File: config.mk
export PLATFORM = sky130hd
export DESIGN_NAME = baud_gen_top
export DESIGN_NICKNAME = d
export VERILOG_FILES = /design/src/rtl/baud_pkg.sv /design/src/rtl/baud_div_regs.sv /design/src/rtl/baud_prescale.sv /design/src/rtl/baud_counter.sv /design/src/rtl/baud_subdiv.sv /design/src/rtl/baud_gen_top.sv
export SDC_FILE = /design/constraint.sdc
export NUM_CORES = 1
export LEC_CHECK = 0
export BUFFER_PORTS_ARGS = -buffer_cell sky130_fd_sc_hd__buf_2
export CORE_UTILIZATION = 23
export CTS_BUF_LIST = sky130_fd_sc_hd__clkbuf_8
export CTS_CLUSTER_DIAMETER = 150
export DETAILED_ROUTE_END_ITERATION = 7
export PLACE_DENSITY = 0.39
export RECOVER_POWER = 25
export SETUP_SLACK_MARGIN = 0.05
export SLEW_MARGIN = 10
export SYNTH_ARGS = -nofsm -noshare
export SYNTH_HDL_FRONTEND = slang
export SYNTH_SLANG_ARGS = --single-unit
File: constraint.sdc
create_clock -name clk -period 3.2 [get_ports clk]
set_clock_uncertainty 0.15 [all_clocks]
set_input_delay 0.16 -clock clk [delete_from_list [all_inputs] [get_ports clk]]
set_output_delay 0.16 -clock clk [all_outputs]
set_load 0.02 [all_outputs]
File: src/rtl/baud_pkg.sv
package baud_pkg;

    localparam int unsigned DEF_DIV_W      = 16;
    localparam int unsigned DEF_BYTE_W     = 8;
    localparam int unsigned DEF_PRE_DIV    = 2;
    localparam int unsigned DEF_OVERSAMPLE = 16;

    typedef enum logic [0:0] {
        SEL_LOW  = 1'b0,
        SEL_HIGH = 1'b1
    } byte_sel_e;

    typedef struct packed {
        logic os;
        logic baud;
    } tick_pair_s;

    function automatic int unsigned sel_width(input int unsigned n_bytes);
        return (n_bytes > 1) ? $clog2(n_bytes) : 1;
    endfunction

endpackage

File: src/rtl/baud_div_regs.sv
module baud_div_regs
    import baud_pkg::*;
#(
    parameter int unsigned DIV_W  = DEF_DIV_W,
    parameter int unsigned BYTE_W = DEF_BYTE_W,
    localparam int unsigned NB    = DIV_W / BYTE_W,
    localparam int unsigned SEL_W = sel_width(NB)
) (
    input  logic              clk,
    input  logic              rst,
    input  logic              wr_en,
    input  logic [SEL_W-1:0]  sel,
    input  logic [BYTE_W-1:0] wdata,
    output logic [BYTE_W-1:0] rdata,
    output logic [DIV_W-1:0]  divisor,
    output logic [DIV_W-1:0]  next_div
);

    logic [BYTE_W-1:0] bytes_q [NB];

    for (genvar g = 0; g < NB; g++) begin : g_byte
        logic hit;
        assign hit = wr_en && (sel == SEL_W'(g));

        always_ff @(posedge clk) begin
            if (rst) begin
                bytes_q[g] <= '0;
            end else if (hit) begin
                bytes_q[g] <= wdata;
            end
        end

        assign divisor[g*BYTE_W +: BYTE_W]  = bytes_q[g];
        assign next_div[g*BYTE_W +: BYTE_W] = hit ? wdata : bytes_q[g];
    end

    always_comb begin
        rdata = '0;
        for (int i = 0; i < NB; i++) begin
            if (sel == SEL_W'(i)) begin
                rdata = bytes_q[i];
            end
        end
    end

endmodule

File: src/rtl/baud_prescale.sv
module baud_prescale #(
    parameter int unsigned PRE_DIV = baud_pkg::DEF_PRE_DIV,
    localparam int unsigned PRE_W  = (PRE_DIV > 1) ? $clog2(PRE_DIV) : 1
) (
    input  logic clk,
    input  logic rst,
    output logic ce
);

    logic [PRE_W-1:0] pre_q;

    assign ce = (pre_q == PRE_W'(PRE_DIV - 1));

    always_ff @(posedge clk) begin
        if (rst) begin
            pre_q <= '0;
        end else if (ce) begin
            pre_q <= '0;
        end else begin
            pre_q <= pre_q + 1'b1;
        end
    end

    AST_CE_SPACED: assert property (@(posedge clk) disable iff (rst)
        ce |=> !ce);

endmodule

File: src/rtl/baud_counter.sv
module baud_counter #(
    parameter int unsigned DIV_W = baud_pkg::DEF_DIV_W
) (
    input  logic             clk,
    input  logic             rst,
    input  logic             ce,
    input  logic             load,
    input  logic [DIV_W-1:0] load_val,
    input  logic [DIV_W-1:0] divisor,
    output logic             fire
);

    logic [DIV_W-1:0] cnt_q;
    logic             active;
    logic             terminal;

    assign active   = (divisor != '0);
    assign terminal = (cnt_q <= DIV_W'(1));
    assign fire     = ce && !load && active && terminal;

    always_ff @(posedge clk) begin
        if (rst) begin
            cnt_q <= '0;
        end else if (load) begin
            cnt_q <= load_val;
        end else if (ce && active) begin
            cnt_q <= terminal ? divisor : cnt_q - 1'b1;
        end
    end

    AST_RELOAD_ON_WRITE: assert property (@(posedge clk) disable iff (rst)
        load |=> (cnt_q == divisor));

    AST_COUNT_BOUNDED: assert property (@(posedge clk) disable iff (rst)
        (divisor != '0) |-> ((cnt_q != '0) && (cnt_q <= divisor)));

endmodule

File: src/rtl/baud_subdiv.sv
module baud_subdiv
    import baud_pkg::*;
#(
    parameter int unsigned OVERSAMPLE = DEF_OVERSAMPLE,
    localparam int unsigned SUB_W     = (OVERSAMPLE > 1) ? $clog2(OVERSAMPLE) : 1
) (
    input  logic       clk,
    input  logic       rst,
    input  logic       fire,
    output tick_pair_s ticks
);

    logic [SUB_W-1:0] sub_q;
    logic             wrap;

    assign wrap = (sub_q == SUB_W'(OVERSAMPLE - 1));

    always_ff @(posedge clk) begin
        if (rst) begin
            sub_q <= '0;
            ticks <= '0;
        end else begin
            ticks.os   <= fire;
            ticks.baud <= fire && wrap;
            if (fire) begin
                sub_q <= wrap ? '0 : sub_q + 1'b1;
            end
        end
    end

    AST_BAUD_ALIGNED: assert property (@(posedge clk) disable iff (rst)
        ticks.baud |-> ticks.os);

endmodule

File: src/rtl/baud_gen_top.sv
module baud_gen_top
    import baud_pkg::*;
#(
    parameter int unsigned DIV_W      = DEF_DIV_W,
    parameter int unsigned BYTE_W     = DEF_BYTE_W,
    parameter int unsigned PRE_DIV    = DEF_PRE_DIV,
    parameter int unsigned OVERSAMPLE = DEF_OVERSAMPLE,
    localparam int unsigned SEL_W     = sel_width(DIV_W / BYTE_W)
) (
    input  logic              clk,
    input  logic              rst,
    input  logic              reg_wr_en,
    input  logic [SEL_W-1:0]  reg_sel,
    input  logic [BYTE_W-1:0] reg_wdata,
    output logic [BYTE_W-1:0] reg_rdata,
    output logic              os_tick,
    output logic              baud_tick
);

    logic [DIV_W-1:0] divisor;
    logic [DIV_W-1:0] next_div;
    logic             ce;
    logic             fire;
    tick_pair_s       ticks;

    baud_div_regs #(.DIV_W(DIV_W), .BYTE_W(BYTE_W)) u_regs (
        .clk      (clk),
        .rst      (rst),
        .wr_en    (reg_wr_en),
        .sel      (reg_sel),
        .wdata    (reg_wdata),
        .rdata    (reg_rdata),
        .divisor  (divisor),
        .next_div (next_div)
    );

    baud_prescale #(.PRE_DIV(PRE_DIV)) u_pre (
        .clk (clk),
        .rst (rst),
        .ce  (ce)
    );

    baud_counter #(.DIV_W(DIV_W)) u_cnt (
        .clk      (clk),
        .rst      (rst),
        .ce       (ce),
        .load     (reg_wr_en),
        .load_val (next_div),
        .divisor  (divisor),
        .fire     (fire)
    );

    baud_subdiv #(.OVERSAMPLE(OVERSAMPLE)) u_sub (
        .clk   (clk),
        .rst   (rst),
        .fire  (fire),
        .ticks (ticks)
    );

    assign os_tick   = ticks.os;
    assign baud_tick = ticks.baud;

    AST_IDLE_SILENT: assert property (@(posedge clk) disable iff (rst)
        ($past(divisor) == '0) |-> !os_tick);

    AST_WRITE_QUIET: assert property (@(posedge clk) disable iff (rst)
        reg_wr_en |=> !os_tick);

endmodule

==> flow_summary.yaml, run 1 <==
placement:
  numPortBuffers: 21
  place.gp.congestion: 0.819
  hpwl_um: 4880
clock_tree:
  cts_max_path_buffers: 2
  path_clk_slew_ns: 0.08
  root_buffer: "clkbuf_8"
  clk_latency_ns: 0.29
  cts_num_sinks: 39
  tritoncts.num_buffers: 5
  post_cts_buffers: 0
  cts_tree: "yes"
  cts_hold_buf: 0
  cts_htree_levels: 2
  post_cts_resized: 0
worst_setup_path:
  path_buf_inv: 0
  cp_slowest_cell: "or4_4"
  cp.arrival_ns: 2.57
  critical_path.cell_chain: "or4_4 -> nor4b_4 -> a21oi_2 -> a221o_1 -> a21oi_1 -> nor3_1"
  cp.required_ns: 3.18
  r2r_start: "u_cnt.cnt_q[7]"
  endpoint_kind: "flip-flop"
  path_class: "reg -> reg"
  worstPathMaxFanout: 14
  timing.critical_path.max_delay_family: "simple AND/OR/NAND/NOR gates"
  crit_path_max_incr_delay_ns: 0.61
  cp-start-kind: "flip-flop"
  startpoint: "u_cnt.cnt_q[7]"
sta:
  fin_tns_setup_ns: 0
  worst_slew_pin_slew_ns: 1.40
  rsz0062_at_grt: "false"
  period_minus_slack_ns: 2.60
  drv_slew: 0
  slew_headroom: 0.0668
  whs_ns: 0.0866
  finalSetupViolCount: 0
  hold_viol_final: 0
  period_share: 0.811
  fmax_mhz: 385
logic_synthesis:
  synthArstFlopShare: 0
  avgSynthCellArea_um2: 9.61
  yosys_warnings: 0
  netlist_area_um2: 2280
  yosysMostFrequentCell: "dfxtp_1"
  synth_fa_ha_area_frac: 0.0165
  synth_top_family_by_area: "simple AND/OR/NAND/NOR gates"
  postSynthCellCount: 237
  synth.distinct_cells: 54
  synth_simple_gate_area_share: 0.253
  yosys.area.top_type_share: 0.211
  synth_common_cells: "dfxtp_1, nor2_1, a21oi_1, and2_1"
  synth-xor-area-share: 0.0231
  synth.mux.area_fraction: 0.0714
  yosys-top-cells-area: "edfxtp_1, dfxtp_1, mux2_2, and2_1, a21oi_1"
  ys_seq_area_frac: 0.413
  synth_seq_cells: 39
  synth_top_area_cell: "edfxtp_1"
  synth_compound_area_frac: 0.184
  synthFlopType: "dfxtp_1"
  syn_nets: 252
  synth_edf_count: 16
die:
  fp-row-count: 35
  coreArea_um2: 9420
  die_area_um2: 10300
  die_y_um: 102
  top_level_ports: 22
  die_x_um: 102
  start_util: 0.242
routing:
  drtIter0Drc: 144
  drc: 0
  wl_per_cell_um: 18.0
  wirelength_um: 6910
  first_pass_iters: 4
  viasPerCell: 4.96
  ant_nets: 0
  num_vias: 1904
global_route:
  grt_pass1_wl_um: 10900
  antenna_found_initial: 0
  grt_max_degree: 31
  grt-ovfl-total: 0
  track_usage: 0.146
  grt_pass1_vias: 1817
pwr:
  power_leakage_uw: 0.000936
  power.density_nw_per_um2: 481
  total_power_uw: 1230
  ir_worst_vdd_mv: 0.208
min_path:
  hold_path_class: "in -> reg"
  min_from: "reg_wdata[3]"
layout:
  n_antenna_cell: 0
  synthToLayoutAreaGrowth_pct: 12.7
  drive_above_1_share: 0.188
  fin_nets: 269
  nFillCells: 1024
run_status:
  status: "finished, final reports clean"
run:
  cap_violations: 0
==> state kept, by name (all words and copies together), names as in the netlist <==
name,count
u_cnt.cnt_q,16
u_sub.sub_q,4
u_sub.ticks,2
u_pre.ce,1
u_regs.bytes_q,16
==> final cells by class <==
| type | count | area (µm²) | share of cell area |
|---|---|---|---|
| multi-input combinational | 182 | 1250 | 0.486 |
| tap | 129 | 161 | 0.0629 |
| inverter | 2 | 7.51 | 0.00292 |
| sequential | 39 | 941 | 0.366 |
| clock buffer | 5 | 68.8 | 0.0268 |
| timing repair buffer | 24 | 124 | 0.0482 |
| clock inverter | 3 | 16.3 | 0.00634 |
==> cells in the final DEF, fill, tap and decap left out, drive strengths merged, types with 5 or more instances in the layout <==
master and instances:
nor2 20, clkbuf 8, nand2 17, edfxtp 16, o21ai 10, nand3 6
o31ai 5, and2 18, nor3 7, mux2 10, or4 6, mux2i 5
a21oi 18, a221oi 5, dfxtp 23, buf 21
==> routing by layer <==
metal / routed length, µm / track usage
met1: 3530 / 0.220
met2: 3030 / 0.213
met3: 292 / 0.0228
met4: 67 / 0.0401
met5: 0 / 0
==> worst paths after layout <==
kind                     endpoint  cells past startpoint  slack, ns
min reg2reg              u_pre.ce                      1       0.31
max                u_cnt.cnt_q[4]                      6       0.60
max reg2reg        u_cnt.cnt_q[4]                      6       0.60
min          u_regs.bytes_q[0][3]                      2       0.09
==> worst reg2reg max path, cell delays in order, from the launching register on <==
cell and delay, ns:
dfxtp_1 0.40, or4_4 0.61, nor4b_4 0.38, a21oi_2 0.29, a221o_1 0.36, a21oi_1 0.18, nor3_1 0.07
==> report_power, final <==
part | internal (µW) | switching, µW
clock network | 149 | 183
logic | 119 | 173
registers | 559 | 51.5
total | 828 | 407
==> through the flow <==
step	util	instances	instance area [µm²]	setup slack [ns]
6_report	0.273	384	2570	0.603
5_1_grt	0.273	384	2570	0.473
4_1_cts	0.273	384	2570	0.639
3_5_place_dp	0.264	376	2490	0.660
3_3_place_gp	0.264	376	2490	0.647
2_1_floorplan	-	237	2280	0.963
==> kinds of logic after synthesis <==
family | Yosys count
compound gates | 60
xor+xnor | 6
fa+ha+maj | 3
buf+inv | 16
flops | 39
mux | 15
simple gates | 98
Power figures use the tool's default switching activity.
==> run 2, diff against run 1 <==
- PLACE_DENSITY: 0.39 -> 0.4
- clock period: 3.2 -> 2.14 ns (I/O delays scaled with it)
==> flow_summary.yaml, run 2 (synthesis gave the netlist of run 1 again) <==
sta:
  slew_headroom: 0.645
  finalSetupViolCount: 22
  worst_slew_pin_slew_ns: 0.532
  whs_ns: 0.0119
  drv_slew: 0
  rsz0062_at_grt: "true"
  period_minus_slack_ns: 2.26
  hold_viol_final: 0
  period_share: 1.06
  fmax_mhz: 442
  fin_ws_ns: -0.123
worst_setup_path:
  endpoint: "u_cnt.cnt_q[3]"
  crit_path_max_incr_delay_ns: 0.56
  r2r_start: "u_regs.bytes_q[1][1]"
  cp.required_ns: 2.21
  path_buf_inv: 1
  cp-start-kind: "flip-flop"
  endpoint_kind: "flip-flop"
  critical_path.cell_chain: "or4_4 -> o41ai_4 -> nor2b_4 -> buf_12 -> a221o_1 -> a21oi_1 -> nor3_1"
  cp.depth: 7
  timing.critical_path.max_delay_family: "simple AND/OR/NAND/NOR gates"
  worstPathMaxFanout: 16
  startpoint: "u_regs.bytes_q[1][1]"
  r2r_end: "u_cnt.cnt_q[3]"
  cp.arrival_ns: 2.34
  r2r_slack_ns: -0.12
  cp_slowest_cell: "or4_4"
  rr_worst_depth: 7
  path_class: "reg -> reg"
clock_tree:
  tritoncts.num_buffers: 5
  path_clk_slew_ns: 0.08
  cts_tree: "yes"
  cts_htree_levels: 2
  cts_num_sinks: 39
  cts_max_path_buffers: 2
  root_buffer: "clkbuf_8"
  clk_latency_ns: 0.29
pwr:
  power_leakage_uw: 0.00133
  power.density_nw_per_um2: 684
  ir_worst_vdd_mv: 0.244
min_path:
  hold_path_class: "in -> reg"
global_route:
  grt_pass1_wl_um: 11800
  track_usage: 0.155
  grt-ovfl-total: 0
  antenna_found_initial: 0
  grt_pass1_vias: 2049
  grt_max_degree: 26
placement:
  numPortBuffers: 21
  hpwl_um: 5440
  post-place-cells: 425
  place.gp.congestion: 0.770
die:
  top_level_ports: 22
  die_area_um2: 10300
  start_util: 0.242
  fp-row-count: 35
  coreArea_um2: 9420
  die_x_um: 102
  die_y_um: 102
layout:
  final_common_cell: "buf_4"
  largestRegisters: "u_cnt.cnt_q x16, u_regs.bytes_q x16, u_sub.sub_q x4"
  synthToLayoutAreaGrowth_pct: 43.5
  drive_above_1_share: 0.424
  fin_nets: 330
  layoutNonFillerInstCount: 445
  final_cell_mix: "buf_4, dfxtp_1, buf_2, nor2_1, and2_1"
  n_antenna_cell: 0
routing:
  num_vias: 2165
  drtIter0Drc: 138
  wirelength_um: 7440
  first_pass_iters: 4
  drc: 0
  ant_nets: 0
  wl_per_cell_um: 16.7
  viasPerCell: 4.87
run_status:
  status: "finished, violations left"
  violations: "negative setup slack"
run:
  cap_violations: 0
## run 2: changes by cell type in the layout (fill, tap and decap cells not counted), sizes merged
| cell | before | now |
|---|---|---|
| clkinvlp | 1 | 0 |
| and2 | 18 | 19 |
| clkbuf | 8 | 9 |
| inv | 3 | 2 |
| bufinv | 0 | 1 |
| dlygate4sd3 | 0 | 1 |
| buf | 21 | 80 |
## run 2: metrics by stage
stage	setup WS, ns	instance area (µm²)	setup TNS [ns]	power [µW]	util
2_1_floorplan	-0.0833	2310	-0.703	1250	-
3_3_place_gp	-0.170	2900	-2.15	1520	0.308
3_5_place_dp	-0.166	2900	-2.02	1510	0.308
4_1_cts	-0.138	3180	-1.38	2220	0.338
5_1_grt	-0.243	3270	-4.03	2350	0.347
6_report	-0.123	3270	-1.68	2230	0.347
## run 2: worst register-to-register path, stage by stage (launching register included)
cell and delay [ns]:
edfxtp_1 0.39, or4_4 0.56, o41ai_4 0.39, nor2b_4 0.22, buf_12 0.16, a221o_1 0.12, a21oi_1 0.05, nor3_1 0.15
## run 2: area by class of cell
class	count	area, µm²
clock buffer	6	82.6
clock inverter	2	35.0
fill	990	6150
inverter	2	7.51
multi-input combinational	183	1410
sequential	39	942
tap	129	161
timing repair buffer	84	631
## run 2: per-layer routing
| metal | GRT usage | vias to the layer above | wire length [µm] |
|---|---|---|---|
| met1 | 0.220 | 1049 | 3550 |
| met4 | 0.0346 | 0 | 63 |
| li1 | - | 1051 | - |
| met3 | 0.0228 | 6 | 389 |
| met2 | 0.246 | 59 | 3440 |
| met5 | 0 | - | 0 |
## run 2: power breakdown
part	internal, µW	total [µW]	switching (µW)
registers	835	879	43.7
clock network	378	657	280
logic	338	699	360
total	1550	2230	684
## run 2: repair_timing
item / in CTS / in global routing
hold buffers: 1 / 0
gates cloned: 1 / 0
resized for setup: 26 / 14
endpoints found under the setup margin: 22 / 22
setup buffers: 5 / 6
pin swaps: 10 / 12
endpoints found under the hold margin: 1 / 0
## run 2: worst min path at each step
stage	start	to	slack (ns)	cells past startpoint
after global placement	rst	u_pre.ce	0.19	2
final	reg_wdata[1]	u_regs.bytes_q[1][1]	0.01	2
after global routing	reg_wdata[1]	u_regs.bytes_q[1][1]	0.03	2
after CTS	reg_wdata[1]	u_regs.bytes_q[1][1]	0.008	2
after floorplan	reg_wdata[0]	u_regs.bytes_q[0][0]	0.16	1
after detailed placement	rst	u_pre.ce	0.20	2
